File: config.mk
export PLATFORM = sky130hd
export DESIGN_NAME = eye_sweep_ctrl
export DESIGN_NICKNAME = d
export VERILOG_FILES = /design/src/rtl/esc_pkg.sv /design/src/rtl/esc_sig_capture.sv /design/src/rtl/esc_morph_pass.sv /design/src/rtl/esc_sig_filter.sv /design/src/rtl/esc_edge_scan.sv /design/src/rtl/eye_sweep_ctrl.sv
export SDC_FILE = /design/constraint.sdc
export NUM_CORES = 1
export LEC_CHECK = 0
export ABC_AREA = 1
export BUFFER_PORTS_ARGS = -buffer_cell sky130_fd_sc_hd__buf_2
export CORE_MARGIN = 10
export CORE_UTILIZATION = 60
export CTS_CLUSTER_DIAMETER = 40
export DETAILED_ROUTE_END_ITERATION = 8
export PLACE_DENSITY = 0.82
export SYNTH_ARGS = -nofsm -noshare
export SYNTH_HDL_FRONTEND = slang
export SYNTH_SLANG_ARGS = --single-unit
File: constraint.sdc
create_clock -name clk -period 9.8 [get_ports clk]
set_input_delay 1.96 -clock clk [delete_from_list [all_inputs] [get_ports clk]]
set_output_delay 1.96 -clock clk [all_outputs]
set_load 0.02 [all_outputs]
File: src/rtl/esc_pkg.sv
package esc_pkg;

  typedef enum logic {
    ST_SWEEP = 1'b0,
    ST_EVAL  = 1'b1
  } esc_state_t;

  typedef enum logic [1:0] {
    MODE_TRACK     = 2'd0,
    MODE_FULL_LOSS = 2'd1,
    MODE_FULL_CAL  = 2'd2
  } esc_mode_t;

endpackage

File: src/rtl/esc_sig_capture.sv
module esc_sig_capture #(
  parameter int N  = 64,
  parameter int CW = 6,
  parameter int NW = 7
) (
  input  logic          clk,
  input  logic          rst,
  input  logic          wr_en,
  input  logic          clr,
  input  logic          wr_bit,
  output logic [NW-1:0] cnt,
  output logic [N-1:0]  ext
);

  logic [N-1:0] raw_q;
  logic         last_q;

  always_ff @(posedge clk) begin
    if (rst) begin
      cnt    <= '0;
      raw_q  <= '0;
      last_q <= 1'b0;
    end else if (clr) begin
      cnt <= '0;
    end else if (wr_en) begin
      raw_q[cnt[CW-1:0]] <= wr_bit;
      cnt                <= cnt + 1'b1;
      last_q             <= wr_bit;
    end
  end

  // Unwritten positions copy the most recent decision, so bits far enough
  // behind the write point filter exactly as in a finished sweep.
  always_comb begin
    for (int i = 0; i < N; i++) begin
      ext[i] = (NW'(i) < cnt) ? raw_q[i] : last_q;
    end
  end

  p_step_r2: assert property (@(posedge clk) disable iff (rst)
    (cnt != $past(cnt)) |-> (cnt == $past(cnt) + 1'b1 || cnt == '0));

  p_cnt_max_r2: assert property (@(posedge clk) disable iff (rst)
    cnt <= NW'(N));

endmodule

File: src/rtl/esc_morph_pass.sv
module esc_morph_pass #(
  parameter int N      = 64,
  parameter bit USE_OR = 1'b1
) (
  input  logic [N-1:0] din,
  output logic [N-1:0] dout
);

  genvar i;
  generate
    for (i = 0; i < N; i++) begin : g_tap
      localparam int L = (i == 0) ? 0 : i - 1;
      localparam int R = (i == N - 1) ? N - 1 : i + 1;
      if (USE_OR) begin : g_or
        assign dout[i] = din[L] | din[i] | din[R];
      end else begin : g_and
        assign dout[i] = din[L] & din[i] & din[R];
      end
    end
  endgenerate

endmodule

File: src/rtl/esc_sig_filter.sv
module esc_sig_filter #(
  parameter int                   N       = 64,
  parameter int                   PASSES  = 4,
  parameter logic [PASSES-1:0]    OR_MASK = 4'b1001
) (
  input  logic [N-1:0] raw_mis,
  output logic [N-1:0] filt_mis
);

  logic [N-1:0] stage [PASSES+1];

  assign stage[0] = raw_mis;

  genvar p;
  generate
    for (p = 0; p < PASSES; p++) begin : g_pass
      esc_morph_pass #(
        .N      (N),
        .USE_OR (OR_MASK[p])
      ) u_pass (
        .din  (stage[p]),
        .dout (stage[p+1])
      );
    end
  endgenerate

  assign filt_mis = stage[PASSES];

endmodule

File: src/rtl/esc_edge_scan.sv
module esc_edge_scan #(
  parameter int N  = 64,
  parameter int CW = 6,
  parameter int NW = 7
) (
  input  logic [N-1:0]  sig_mis,
  input  logic [NW-1:0] valid_n,
  output logic          eye_ok,
  output logic [CW-1:0] pos_open,
  output logic [CW-1:0] pos_close,
  output logic          next_ok,
  output logic [CW-1:0] pos_next
);

  logic open_f;

  always_comb begin
    open_f    = 1'b0;
    eye_ok    = 1'b0;
    next_ok   = 1'b0;
    pos_open  = '0;
    pos_close = '0;
    pos_next  = '0;
    for (int i = 1; i < N; i++) begin
      if (i < int'(valid_n)) begin
        if (!open_f) begin
          if (sig_mis[i-1] && !sig_mis[i]) begin
            open_f   = 1'b1;
            pos_open = CW'(i);
          end
        end else if (!eye_ok) begin
          if (!sig_mis[i-1] && sig_mis[i]) begin
            eye_ok    = 1'b1;
            pos_close = CW'(i);
          end
        end else if (!next_ok) begin
          if (!sig_mis[i-1] && sig_mis[i]) begin
            next_ok  = 1'b1;
            pos_next = CW'(i);
          end
        end
      end
    end
  end

endmodule

File: src/rtl/eye_sweep_ctrl.sv
module eye_sweep_ctrl #(
  parameter int CODE_W  = 6,
  parameter int PASSES  = 4,
  parameter int CAL_TOL = 4
) (
  input  logic              clk,
  input  logic              rst,
  input  logic              dec_vld,
  input  logic              dec_mis,
  input  logic              cal_need,
  output logic [CODE_W-1:0] search_code,
  output logic [CODE_W-1:0] data_code,
  output logic              path_sel,
  output logic              edge_pol,
  output logic              upd_pulse,
  output logic              lost_lock,
  output logic              cal_req
);
  import esc_pkg::*;

  localparam int STEPS = 1 << CODE_W;
  localparam int NW    = CODE_W + 1;
  localparam int HALF  = STEPS / 2;
  localparam logic [NW-1:0] SPAN_LO = NW'(HALF - CAL_TOL);
  localparam logic [NW-1:0] SPAN_HI = NW'(HALF + CAL_TOL);
  localparam logic [PASSES-1:0] OR_MASK = PASSES'(4'b1001);

  esc_state_t  state_q;
  esc_mode_t   mode_q;
  logic        pend_cal_q;

  logic [NW-1:0]     cnt;
  logic [STEPS-1:0]  ext_sig;
  logic [STEPS-1:0]  filt_sig;
  logic [NW-1:0]     valid_n;
  logic              eye_ok, next_ok;
  logic [CODE_W-1:0] pos_open, pos_close, pos_next;

  logic wr_en, clr, at_end, do_upd, do_lost;
  logic [NW-1:0] sum_ab, span;
  logic          span_bad;

  assign wr_en = (state_q == ST_SWEEP) && dec_vld;
  assign at_end = (cnt == NW'(STEPS));

  esc_sig_capture #(.N(STEPS), .CW(CODE_W), .NW(NW)) u_cap (
    .clk    (clk),
    .rst    (rst),
    .wr_en  (wr_en),
    .clr    (clr),
    .wr_bit (dec_mis),
    .cnt    (cnt),
    .ext    (ext_sig)
  );

  esc_sig_filter #(.N(STEPS), .PASSES(PASSES), .OR_MASK(OR_MASK)) u_filt (
    .raw_mis  (ext_sig),
    .filt_mis (filt_sig)
  );

  // Positions below valid_n no longer depend on decisions yet to come.
  always_comb begin
    if (at_end)                     valid_n = NW'(STEPS);
    else if (cnt > NW'(PASSES))     valid_n = cnt - NW'(PASSES);
    else                            valid_n = '0;
  end

  esc_edge_scan #(.N(STEPS), .CW(CODE_W), .NW(NW)) u_scan (
    .sig_mis   (filt_sig),
    .valid_n   (valid_n),
    .eye_ok    (eye_ok),
    .pos_open  (pos_open),
    .pos_close (pos_close),
    .next_ok   (next_ok),
    .pos_next  (pos_next)
  );

  assign sum_ab   = {1'b0, pos_open} + {1'b0, pos_close};
  assign span     = {1'b0, pos_next} - {1'b0, pos_close};
  assign span_bad = (span < SPAN_LO) || (span > SPAN_HI);

  always_comb begin
    do_upd  = 1'b0;
    do_lost = 1'b0;
    if (state_q == ST_EVAL) begin
      if (mode_q == MODE_TRACK) begin
        do_upd  = eye_ok;
        do_lost = !eye_ok && at_end;
      end else if (at_end) begin
        do_upd  = eye_ok;
        do_lost = !eye_ok;
      end
    end
  end

  assign clr = do_upd || do_lost;

  always_ff @(posedge clk) begin
    if (rst) begin
      state_q    <= ST_SWEEP;
      mode_q     <= MODE_TRACK;
      pend_cal_q <= 1'b0;
      data_code  <= '0;
      path_sel   <= 1'b0;
      edge_pol   <= 1'b0;
      upd_pulse  <= 1'b0;
      lost_lock  <= 1'b0;
      cal_req    <= 1'b0;
    end else begin
      upd_pulse <= do_upd;
      lost_lock <= do_lost;
      if (cal_need) pend_cal_q <= 1'b1;
      case (state_q)
        ST_SWEEP: if (dec_vld) state_q <= ST_EVAL;
        default:  state_q <= ST_SWEEP;
      endcase
      if (do_upd) begin
        data_code <= sum_ab[NW-1:1];
        path_sel  <= ~path_sel;
        if (mode_q == MODE_FULL_LOSS) edge_pol <= ~edge_pol;
        if (mode_q != MODE_TRACK && next_ok) cal_req <= span_bad;
        mode_q <= (pend_cal_q || cal_need) ? MODE_FULL_CAL : MODE_TRACK;
        pend_cal_q <= 1'b0;
      end else if (do_lost) begin
        mode_q     <= MODE_FULL_LOSS;
        pend_cal_q <= 1'b0;
      end
    end
  end

  assign search_code = cnt[CODE_W-1:0];

  p_pulse_excl_r6: assert property (@(posedge clk) disable iff (rst)
    $onehot0({upd_pulse, lost_lock}));

  p_path_flip_r6: assert property (@(posedge clk) disable iff (rst)
    upd_pulse |-> (path_sel != $past(path_sel)));

  p_path_hold_r6: assert property (@(posedge clk) disable iff (rst)
    !upd_pulse |-> $stable(path_sel));

  p_data_hold_r5: assert property (@(posedge clk) disable iff (rst)
    !upd_pulse |-> $stable(data_code));

  p_pol_on_upd_r8: assert property (@(posedge clk) disable iff (rst)
    (edge_pol != $past(edge_pol)) |-> upd_pulse);

  p_restart_r7: assert property (@(posedge clk) disable iff (rst)
    (upd_pulse || lost_lock) |-> (search_code == '0));

endmodule

==> flow_metrics.env <==
export IMPL_met1_usage_pct=36.1
export IMPL_clock_latency_ps=350
export IMPL_setup_violations=0
export IMPL_multiInputGateArea_um2=8720
export IMPL_gp_congestion=1.04
export IMPL_synthArstFlopShare_pct=0
export IMPL_period_share_pct=91.4
export IMPL_h_tree_depth=3
export IMPL_fin_area_um2=13000
export IMPL_cp_end_kind="flop"
export IMPL_cts_tree="yes"
export IMPL_maxSlewHeadroom_pct=13.0
export IMPL_cts_max_path_buffers=2
export IMPL_syn_nets=2253
export IMPL_detail_route_iter0_violations=1686
export IMPL_io_buffer_count=21
export IMPL_synthFlopType="dfxtp_1"
export IMPL_core_um2=20300
export IMPL_first_global_vias=13418
export IMPL_rr_worst_depth=59
export IMPL_synthDominantCellAreaShare_pct=14.1
export IMPL_arrival_ps=9190
export IMPL_critPathCapture="cal_req"
export IMPL_via_count=14528
export IMPL_synth_seq_area_share_pct=14.1
export IMPL_dp_hpwl_um=31800
export IMPL_r2r_setup_slack_ps=850
export IMPL_ir_worst_vdd_mv=0.105
export IMPL_hold_path_startpoint="data_code[2]"
export IMPL_slowest_stage="fa_1"
export IMPL_intPower_w=0.000637
export IMPL_worst_slew_pin_slew_ps=1300
export IMPL_grt_max_degree=59
export IMPL_final_min_clock_period_ps=8950
export IMPL_avgRoutedWirePerCell_um=15.8
export IMPL_skew_ps=7.35
export IMPL_start_kind="flop"
export IMPL_swShare_pct=40.2
export IMPL_reg2reg_from="u_cap.cnt[2]"
export IMPL_max_cap_violations=0
export IMPL_fmax_mhz=112
export IMPL_viasPerCell=5.81
export IMPL_maxSlewViolCount=0
export IMPL_drive_above_1_share_pct=12.6
export IMPL_cts_root_buf="clkbuf_16"
export IMPL_hold_path_class="flop to flop"
export IMPL_post_dp_cell_area_um2=12700
export IMPL_regArea_um2=1750
export IMPL_cp_startpoint="u_cap.cnt[2]"
export IMPL_path_class="flop to flop"
export IMPL_synth_area_leaders="dfxtp_1, nor2_1, inv_1"
export IMPL_wl_um=39400
export IMPL_synth_area_um2=12400
export IMPL_holdWs_ps=451
export IMPL_nFillCells=2019
export IMPL_met3_usage_pct=4.51
export IMPL_cts_buffers=9
export IMPL_remaining_drc_errors=0
export IMPL_required_ps=10040
export IMPL_cpPeakStageDelay_ps=420
export IMPL_yosysMostFrequentCell="nor2_1"
export IMPL_pin_count=22
export IMPL_fp_dieArea_um2=26800
export IMPL_clockPowerShare_pct=32.6
export IMPL_syn_inst=2229
export IMPL_synth_edf_count=0
export IMPL_grt_first_pass_wirelength_um=63900
export IMPL_powerDensity_nw_per_um2=81.7
export IMPL_antennaDiodeCount=0
export IMPL_p_comb_share_pct=33.7
export IMPL_start_util_pct=61.0
export IMPL_clkSinkCount=87
export IMPL_rows=52
export IMPL_ant_nets=0
export IMPL_antenna_found_initial=0
export IMPL_ys_warn_count=0
export IMPL_yosys_top_cells_count="nor2_1, inv_1, nand2_1"
export IMPL_synth_largest_area_cell="dfxtp_1"
export IMPL_r2r_end="cal_req"
export IMPL_cp_common_cell="nor2_2"
export IMPL_die_w_um=164
export IMPL_layout_nets=2248
export IMPL_cp_max_fo=16
export IMPL_layout_area_overhead_vs_synth_pct=5.28
export IMPL_drt_pass1_iterations=9
export IMPL_final_core_util_pct=64.3
export IMPL_hold_viol_final=0
export IMPL_synthDistinctLibCells=59
export IMPL_grt_ovfl_total=0
export IMPL_netSwitchingPower_w=0.000429
export IMPL_dieHeight_um=164
export IMPL_status="complete, no violations"
export IMPL_top_usage_layer="met2"
export IMPL_clk_pin_slew_ps=70
export IMPL_synth_seq_cells=87
export IMPL_grt_use_total_pct=28.7
export IMPL_p_seq_share_pct=33.7
export IMPL_power_leakage_nw=7.05
export IMPL_gr_usage_met2_pct=49.0
export IMPL_avgSynthCellArea_um2=5.56
-- what timing repair did --
item | 4_1_cts | 5_1_grt
endpoints found under the hold margin | 0 | 0
hold buffers | 0 | 0
setup endpoints to repair | 0 | 1
setup buffers | 0 | 5
resized for setup | 0 | 11
-- kinds of logic after synthesis --
logic type	synth area share [%]
buffers and inverters	15.7
flip-flops	14.1
XOR/XNOR	0.707
AND/OR/NAND/NOR	46.8
AO/OA/AOI/OAI	20.7
adder cells (fa/ha/maj)	2.04
-- stage by stage --
stage	worst slack, ps	cells	total power [W]	setup TNS [ps]
floorplan	2030	2229	0.000642	0
global placement	920	2478	0.000711	0
detailed placement	787	2478	0.000715	0
CTS	730	2494	0.00106	0
global route	-13.6	2499	0.00113	-13.6
finish	848	2499	0.00107	0
-- cell usage in the layout (no fill, tap or decap), types with 4 or more instances in the layout --
master and instances:
nand3_2 30, o211ai_1 5, a21oi_1 169, o2111ai_1 5, xor2_1 8, buf_4 16
o31ai_1 4, nor2_4 25, buf_2 21, ha_1 17, nor4_1 21, o21ai_2 7
nand4_2 33, clkinv_1 4, a21boi_0 6, inv_1 407, o21bai_1 4, nor2_2 51
nand2_2 17, clkbuf_16 9, nand2_1 307, nor3_1 79, inv_2 35, o21ai_0 122
o21ai_1 26, a21oi_2 4, dfxtp_1 84, nand4_1 38, a311oi_1 51, a31oi_1 14
nand2_4 5, nor2_1 447, nand3_1 104, a2111oi_0 4
-- worst min path at each step --
| stage | cells past startpoint | slack (ps) | endpoint |
|---|---|---|---|
| after CTS | 2 | 450 | data_code[2] |
| after detailed placement | 2 | 430 | data_code[2] |
| final | 2 | 450 | data_code[2] |
| after global routing | 2 | 490 | u_cap.raw_q[6] |
| after floorplan | 2 | 420 | u_cap.raw_q[54] |
| after global placement | 2 | 440 | data_code[2] |
-- routing by layer --
layer | routed length [um] | up-vias
met4 | 1300 | 0
met5 | 0 | -
met2 | 18300 | 687
met1 | 16300 | 6399
li1 | - | 7306
met3 | 3430 | 136
-- power groups by stage --
stage | logic, W | clock network [W] | registers, W
3_5_place_dp | 0.000348 | 0 | 0.000367
4_1_cts | 0.000349 | 0.000352 | 0.000359
2_1_floorplan | 0.000275 | 0 | 0.000366
3_3_place_gp | 0.000344 | 0 | 0.000367
5_1_grt | 0.000404 | 0.000362 | 0.000359
6_report | 0.000359 | 0.000347 | 0.000359
-- sequential cells by signal (all words and copies together) (netlist names) --
register / flops
u_cap.last_q: 1
state_q: 1
lost_lock: 1
upd_pulse: 1
mode_q: 2
u_cap.cnt: 7
pend_cal_q: 1
u_cap.raw_q: 64
data_code: 6
edge_pol: 1
path_sel: 1
cal_req: 1
-- area by class of cell --
class	count	area share, %
Clock inverter	7	0.614
Clock buffer	9	1.73
Multi-Input combinational cell	1640	66.9
Sequential cell	87	13.4
Timing Repair Buffer	38	1.84
Inverter	448	13.0
Tap cell	270	2.59
-- worst max-delay path, delay by kind of cell (launching register included) --
family / cells / cell delay [ps]
adders and majority gates: 3 / 900
xor gates and xnor gates: 1 / 130
and+or+nand+nor: 49 / 6560
AOI/OAI and AO/OA: 2 / 340
DFF: 1 / 340
buffers and inverters: 4 / 540
No activity file was read; power rests on OpenSTA's default activity.
